===== src/rtl/stm_seq_pkg.sv =====
package stm_seq_pkg;
  typedef enum logic [1:0] {
    AM_UP_AFTER  = 2'd0,
    AM_UP_BEFORE = 2'd1,
    AM_DN_AFTER  = 2'd2,
    AM_DN_BEFORE = 2'd3
  } am_e;

  typedef enum logic [1:0] {
    EC_FULL    = 2'd0,
    EC_COMPACT = 2'd1,
    EC_NARROW  = 2'd2,
    EC_RSVD    = 2'd3
  } enc_e;

  typedef enum logic {
    ST_IDLE = 1'b0,
    ST_RUN  = 1'b1
  } st_e;
endpackage


===== src/rtl/stm_legal.sv =====
module stm_legal
  import stm_seq_pkg::*;
#(
  parameter int NREG    = 16,
  parameter int LO_REGS = 8,
  parameter int IDX_W   = $clog2(NREG),
  parameter int CNT_W   = $clog2(NREG + 1)
) (
  input  logic [NREG-1:0]  mask,
  input  logic [IDX_W-1:0] base_idx,
  input  am_e              mode,
  input  logic             wback,
  input  enc_e             enc,
  output logic [CNT_W-1:0] count,
  output logic             bad
);
  localparam logic [IDX_W-1:0] PC_IDX = IDX_W'(NREG - 1);
  localparam int               SP_POS = NREG - 3;

  logic [NREG-1:0] below;
  logic            hi_used;
  logic            base_in, base_low;
  logic            bad_common, bad_compact, bad_narrow;

  always_comb begin
    count   = '0;
    hi_used = 1'b0;
    for (int i = 0; i < NREG; i++) begin
      count    = count + CNT_W'(mask[i]);
      below[i] = mask[i] && (IDX_W'(i) < base_idx);
      if (i >= LO_REGS) hi_used = hi_used | mask[i];
    end
  end

  assign base_in  = mask[base_idx];
  assign base_low = base_in && (below == '0);

  assign bad_common  = (mask == '0) || (base_idx == PC_IDX) ||
                       (wback && base_in && !base_low);
  assign bad_compact = mask[SP_POS] || mask[NREG-1] ||
                       (count < CNT_W'(2)) || (wback && base_in);
  assign bad_narrow  = hi_used || (base_idx >= IDX_W'(LO_REGS)) ||
                       (mode != AM_UP_AFTER) || !wback;

  always_comb begin
    case (enc)
      EC_FULL:    bad = bad_common;
      EC_COMPACT: bad = bad_common || bad_compact;
      EC_NARROW:  bad = bad_common || bad_narrow;
      default:    bad = 1'b1;
    endcase
  end
endmodule


===== src/rtl/stm_addr_gen.sv =====
module stm_addr_gen
  import stm_seq_pkg::*;
#(
  parameter int ADDR_W     = 32,
  parameter int CNT_W      = 5,
  parameter int WORD_BYTES = 4
) (
  input  logic [ADDR_W-1:0] base,
  input  logic [CNT_W-1:0]  count,
  input  am_e               mode,
  output logic [ADDR_W-1:0] first_addr,
  output logic [ADDR_W-1:0] final_addr
);
  localparam logic [ADDR_W-1:0] STEP = ADDR_W'(WORD_BYTES);

  logic [ADDR_W-1:0] span, low;

  assign span = ADDR_W'(count) * STEP;
  assign low  = base - span;

  always_comb begin
    case (mode)
      AM_UP_AFTER:  begin first_addr = base;        final_addr = base + span; end
      AM_UP_BEFORE: begin first_addr = base + STEP; final_addr = base + span; end
      AM_DN_AFTER:  begin first_addr = low + STEP;  final_addr = low;         end
      default:      begin first_addr = low;         final_addr = low;         end
    endcase
  end
endmodule


===== src/rtl/stm_pick.sv =====
module stm_pick #(
  parameter int NREG  = 16,
  parameter int IDX_W = $clog2(NREG)
) (
  input  logic [NREG-1:0]  pend,
  output logic [IDX_W-1:0] idx,
  output logic [NREG-1:0]  clr
);
  always_comb begin
    idx = '0;
    for (int i = NREG - 1; i >= 0; i--) begin
      if (pend[i]) idx = IDX_W'(i);
    end
    clr = pend & ~(NREG'(1) << idx);
  end
endmodule


===== src/rtl/stm_seq.sv =====
module stm_seq
  import stm_seq_pkg::*;
#(
  parameter int ADDR_W     = 32,
  parameter int NREG       = 16,
  parameter int LO_REGS    = 8,
  parameter int WORD_BYTES = 4,
  localparam int IDX_W     = $clog2(NREG),
  localparam int CNT_W     = $clog2(NREG + 1)
) (
  input  logic              clk,
  input  logic              rst_n,
  input  logic              start,
  input  logic [ADDR_W-1:0] base_addr,
  input  logic [IDX_W-1:0]  base_idx,
  input  logic [NREG-1:0]   reg_mask,
  input  logic [1:0]        mode,
  input  logic              wback,
  input  logic [1:0]        enc,
  output logic              busy,
  output logic              wr_valid,
  input  logic              wr_ready,
  output logic [IDX_W-1:0]  wr_reg,
  output logic [ADDR_W-1:0] wr_addr,
  output logic              wr_use_base,
  output logic              done,
  output logic              illegal,
  output logic              wb_en,
  output logic [ADDR_W-1:0] wb_value
);
  localparam logic [ADDR_W-1:0] STEP = ADDR_W'(WORD_BYTES);

  // reset: asserted asynchronously, released on a clock edge
  logic rst_meta_n, rst_sync_n;
  always_ff @(posedge clk or negedge rst_n) begin
    if (!rst_n) begin
      rst_meta_n <= 1'b0;
      rst_sync_n <= 1'b0;
    end else begin
      rst_meta_n <= 1'b1;
      rst_sync_n <= rst_meta_n;
    end
  end

  logic [CNT_W-1:0]  req_cnt;
  logic              req_bad;
  logic [ADDR_W-1:0] req_first, req_final;

  stm_legal #(.NREG(NREG), .LO_REGS(LO_REGS), .IDX_W(IDX_W), .CNT_W(CNT_W)) u_legal (
    .mask     (reg_mask),
    .base_idx (base_idx),
    .mode     (am_e'(mode)),
    .wback    (wback),
    .enc      (enc_e'(enc)),
    .count    (req_cnt),
    .bad      (req_bad)
  );

  stm_addr_gen #(.ADDR_W(ADDR_W), .CNT_W(CNT_W), .WORD_BYTES(WORD_BYTES)) u_addr (
    .base       (base_addr),
    .count      (req_cnt),
    .mode       (am_e'(mode)),
    .first_addr (req_first),
    .final_addr (req_final)
  );

  st_e               state_q, state_d;
  logic              done_q, done_d;
  logic              ill_q, ill_d;
  logic [NREG-1:0]   rem_q, rem_d, rem_next;
  logic [ADDR_W-1:0] addr_q, addr_d;
  logic [IDX_W-1:0]  base_q;
  logic [ADDR_W-1:0] final_q;
  logic              wb_q;
  logic [IDX_W-1:0]  cur_idx;
  logic              take, fire, seq_en, cfg_en;

  stm_pick #(.NREG(NREG), .IDX_W(IDX_W)) u_pick (
    .pend (rem_q),
    .idx  (cur_idx),
    .clr  (rem_next)
  );

  assign take   = start && (state_q == ST_IDLE);
  assign fire   = (state_q == ST_RUN) && wr_ready;
  assign cfg_en = take && !req_bad;
  assign seq_en = cfg_en || fire;

  // next-state logic
  always_comb begin
    state_d = state_q;
    rem_d   = rem_q;
    addr_d  = addr_q;
    done_d  = 1'b0;
    ill_d   = take && req_bad;
    case (state_q)
      ST_IDLE: begin
        if (cfg_en) begin
          state_d = ST_RUN;
          rem_d   = reg_mask;
          addr_d  = req_first;
        end
      end
      default: begin
        if (fire) begin
          rem_d  = rem_next;
          addr_d = addr_q + STEP;
          if (rem_next == '0) begin
            state_d = ST_IDLE;
            done_d  = 1'b1;
          end
        end
      end
    endcase
  end

  // control registers
  always_ff @(posedge clk or negedge rst_sync_n) begin
    if (!rst_sync_n) begin
      state_q <= ST_IDLE;
      done_q  <= 1'b0;
      ill_q   <= 1'b0;
    end else begin
      state_q <= state_d;
      done_q  <= done_d;
      ill_q   <= ill_d;
    end
  end

  // sequence datapath registers
  always_ff @(posedge clk) begin
    if (seq_en) begin
      rem_q  <= rem_d;
      addr_q <= addr_d;
    end
  end

  // request attributes latched once per accepted request
  always_ff @(posedge clk) begin
    if (cfg_en) begin
      base_q  <= base_idx;
      final_q <= req_final;
      wb_q    <= wback;
    end
  end

  assign busy        = (state_q == ST_RUN);
  assign wr_valid    = busy;
  assign wr_reg      = cur_idx;
  assign wr_addr     = addr_q;
  assign wr_use_base = busy && (cur_idx == base_q);
  assign done        = done_q;
  assign illegal     = ill_q;
  assign wb_en       = done_q && wb_q;
  assign wb_value    = final_q;
endmodule


===== config.mk =====
export PLATFORM = sky130hd
export DESIGN_NAME = stm_seq
export DESIGN_NICKNAME = d
export VERILOG_FILES = /design/src/rtl/stm_seq_pkg.sv /design/src/rtl/stm_legal.sv /design/src/rtl/stm_addr_gen.sv /design/src/rtl/stm_pick.sv /design/src/rtl/stm_seq.sv
export SDC_FILE = /design/constraint.sdc
export NUM_CORES = 1
export LEC_CHECK = 0
export ABC_CLOCK_PERIOD_IN_PS = 4450
export BUFFER_PORTS_ARGS = -buffer_cell sky130_fd_sc_hd__buf_2
export CELL_PAD_IN_SITES_DETAIL_PLACEMENT = 1
export CELL_PAD_IN_SITES_GLOBAL_PLACEMENT = 2
export CORE_MARGIN = 2
export CORE_UTILIZATION = 38
export CTS_CLUSTER_DIAMETER = 80
export CTS_CLUSTER_SIZE = 28
export DETAILED_ROUTE_END_ITERATION = 8
export GPL_ROUTABILITY_DRIVEN = 0
export GPL_TIMING_DRIVEN = 1
export PLACE_DENSITY_LB_ADDON = 0.1
export RECOVER_POWER = 25
export SYNTH_ARGS = -nofsm -noshare
export SYNTH_HDL_FRONTEND = slang
export SYNTH_SLANG_ARGS = --single-unit

===== constraint.sdc =====
create_clock -name clk -period 4.45 [get_ports clk]
set_clock_uncertainty 0.2 [all_clocks]
set_input_delay 0.89 -clock clk [delete_from_list [all_inputs] [get_ports clk]]
set_output_delay 0.89 -clock clk [all_outputs]
set_load 0.005 [all_outputs]

==> out/metrics.yaml <==
fin_crit_sh_pct: 171
dieArea_sq_um: 23600
root_buffer: "clkbuf_16"
setup_ws_ns: -3.14
grtUsageTotal_pct: 32.8
ys_ff_latch: 90
cts_tree: "built"
power_leakage_nw: 5.40
die_y_um: 154
status: "finished, violations left"
switching_share_pct: 41.6
placed_area_sq_um: 11300
combinationalPowerShare_pct: 69.4
min_path_type: "in2async"
numCtsBuffers: 9
timing.fmax_ghz: 0.132
portBuffers: 134
synth_edf_count: 85
dr_total_vias: 10300
syn_avg_cell_area_sq_um: 8.51
finalCriticalPeriod_ns: 7.59
cp-start-kind: "input pin"
synthArstFlopShare_pct: 5.56
place_inst: 1563
htreeDepth: 3
crit_required_ns: 4.32
first_global_vias: 10300
pin_count: 135
path_class: "in2reg"
rows: 54
p_seq_share_pct: 16.9
wl_per_cell_um: 27.2
cts_sinks: 90
violations: "setup timing"
overflow: 0
maxCapViolations: 0
clk_pin_slew_ns: 0.06
syn_to_final_growth_pct: 60.1
clockBufferDepth: 2
p_int_mw: 3.55
yosysWarnings: 0
drive_gt1_share_pct: 45.7
cp_max_fo: 4
worst_ir_drop_vdd_uv: 484
power.net_switching_mw: 2.53
fin_area_sq_um: 13600
antenna_found_initial: 0
slew_headroom_pct: 47.5
finalHoldViolCount: 0
nFillCells: 2468
setup_viol: 146
final_cells: 1646
synthCells: 1000
diodes: 0
clock_power_share_pct: 13.7
finalPower_mw: 6.08
final_nets: 1461
end_kind: "register"
whs_ns: 0.114
hpwl_mm: 27.6
grt_pass1_wl_mm: 60.3
grt_max_degree: 55
drc: 0
dieWidth_um: 154
rsz0062_at_grt: "yes"
syn_nets: 1100
powerDensity_nw_per_um2: 446
start_util_pct: 38.9
ys.flop_type: "edfxtp_1"
slew_viol_final: 0
netlist_area_sq_um: 8510
routed_wl_mm: 44.8
seq_area_frac_synth_pct: 31.5
viasPerCell: 6.28
fin_util_pct: 62.2
drt_iter0_markers: 936
postRouteAntennaNets: 0
cp_data_arrival_time_ns: 7.46
worst_pin_slew_ns: 0.781
dr.pass1.iters: 5
clk_latency_ns: 0.37
coreArea_sq_um: 21900
ys_types: 78
## sequential cells by signal (all words and copies together) (netlist names)
signal,flops
wb_value,32
wr_addr,32
rem_q,16
base_q,4
busy,1
done,1
illegal,1
rst_meta_n,1
rst_sync_n,1
wb_q,1
## final timing paths
| path | endpoint | slack (ns) | start | depth (start not counted) |
|---|---|---|---|---|
| min in group clk | rst_sync_n | 0.16 | rst_meta_n | 0 |
| max | wr_addr[20] | -3.14 | reg_mask[1] | 26 |
| min reg2reg | rst_sync_n | 0.16 | rst_meta_n | 0 |
| max in group asynchronous | busy | 3.47 | rst_sync_n | 1 |
| min | rst_sync_n | 0.11 | rst_n | 1 |
| max reg2reg | busy | 0.68 | rem_q[13] | 8 |
## kinds of logic (layout without fill, tap and decap cells)
family	after synthesis	count (layout)	synth area share (%)
simple gates	360	360	21.3
fa+ha+maj	39	39	6.79
buf+inv	117	483	5.32
flops	90	90	31.5
xor+xnor	109	109	11.2
other cells	1	1	0.0441
mux	15	15	2.41
compound gates	269	269	21.5
## Yosys cell counts, types with 16 or more instances
cell       n  area share [%]
nand2_1   80             3.5
edfxtp_1  85              30
nor4_1    28             2.1
a21oi_1   63             3.7
xor2_1    42             4.3
nand4_1   18             1.3
and3_1    16             1.2
a211oi_1  16             1.4
nor2_1    88             3.9
xnor2_1   67             6.9
inv_1     56             2.5
nand3_1   36             2.1
clkbuf_1  52             2.3
ha_1      27             4.0
nor3_1    24             1.4
o21ai_0   47             2.8
o211ai_1  16             1.4
## cell usage in the layout (no fill, tap or decap), drive strengths merged, types with 18 or more instances in the layout
cell,count
nand4,18
a21oi,63
nor4,29
nor2,88
inv,56
nand2,80
o21ai,48
nor3,24
xnor2,67
nand3,36
ha,27
xor2,42
buf,402
edfxtp,85
clkbuf,20
## worst max-delay path, stage by stage
cell       delay [ns]
buf_12           0.09
inv_12           0.03
ha_4             0.25
inv_2            0.03
fa_1             0.57
fa_1             0.44
fa_1             0.52
fa_1             0.44
fa_2             0.40
fa_2             0.43
xor2_4           0.29
inv_2            0.10
ha_4             0.30
nor2b_4          0.17
a2111oi_4        0.09
buf_4            0.17
or4_4            0.54
buf_6            0.14
a21o_4           0.22
a2111o_1         0.35
buf_6            0.16
nor3_4           0.16
xnor2_2          0.12
a211oi_2         0.35
buf_4            0.18
a21oi_1          0.04
## power by group through the flow
| stage | logic [mW] | registers, mW | clock network [mW] |
|---|---|---|---|
| floorplan | 1.36 | 1.04 | 0 |
| global placement | 2.28 | 1.04 | 0 |
| detailed placement | 2.34 | 1.05 | 0 |
| global route | 4.38 | 1.03 | 0.865 |
| CTS | 3.12 | 1.03 | 0.837 |
| finish | 4.22 | 1.03 | 0.833 |
## final cells by class
type	count	area (sq um)	area share, %
multi-input combinational	793	6750	49.5
tap	280	350	2.57
clock buffer	12	246	1.81
clock inverter	4	52.6	0.386
inverter	56	248	1.82
timing repair buffer	411	3300	24.2
sequential	90	2680	19.7
## metrics by stage
stage | setup TNS, ns | worst slack [ns]
finish | -263.91 | -3.14
floorplan | -204.66 | -2.94
detailed placement | -289.81 | -3.38
global placement | -277.24 | -3.23
CTS | -227.39 | -2.84
global route | -282.02 | -3.26
## layer usage
metal,vias to the layer above,part of all wire (%),track usage (%)
met2,554,47,55.2
met5,-,0,0
li1,4447,-,-
met4,0,5.4,10.7
met3,168,7.5,4.96
met1,5176,40,43.3
## what timing repair did
item	CTS	global route
pin swaps	53	68
endpoints found under the setup margin	147	147
resized for setup	175	134
hold buffers	1	0
hold endpoints to repair	3	0
gates cloned	7	0
setup buffers	43	29
Note: power is estimated with default switching activity, not from simulation.
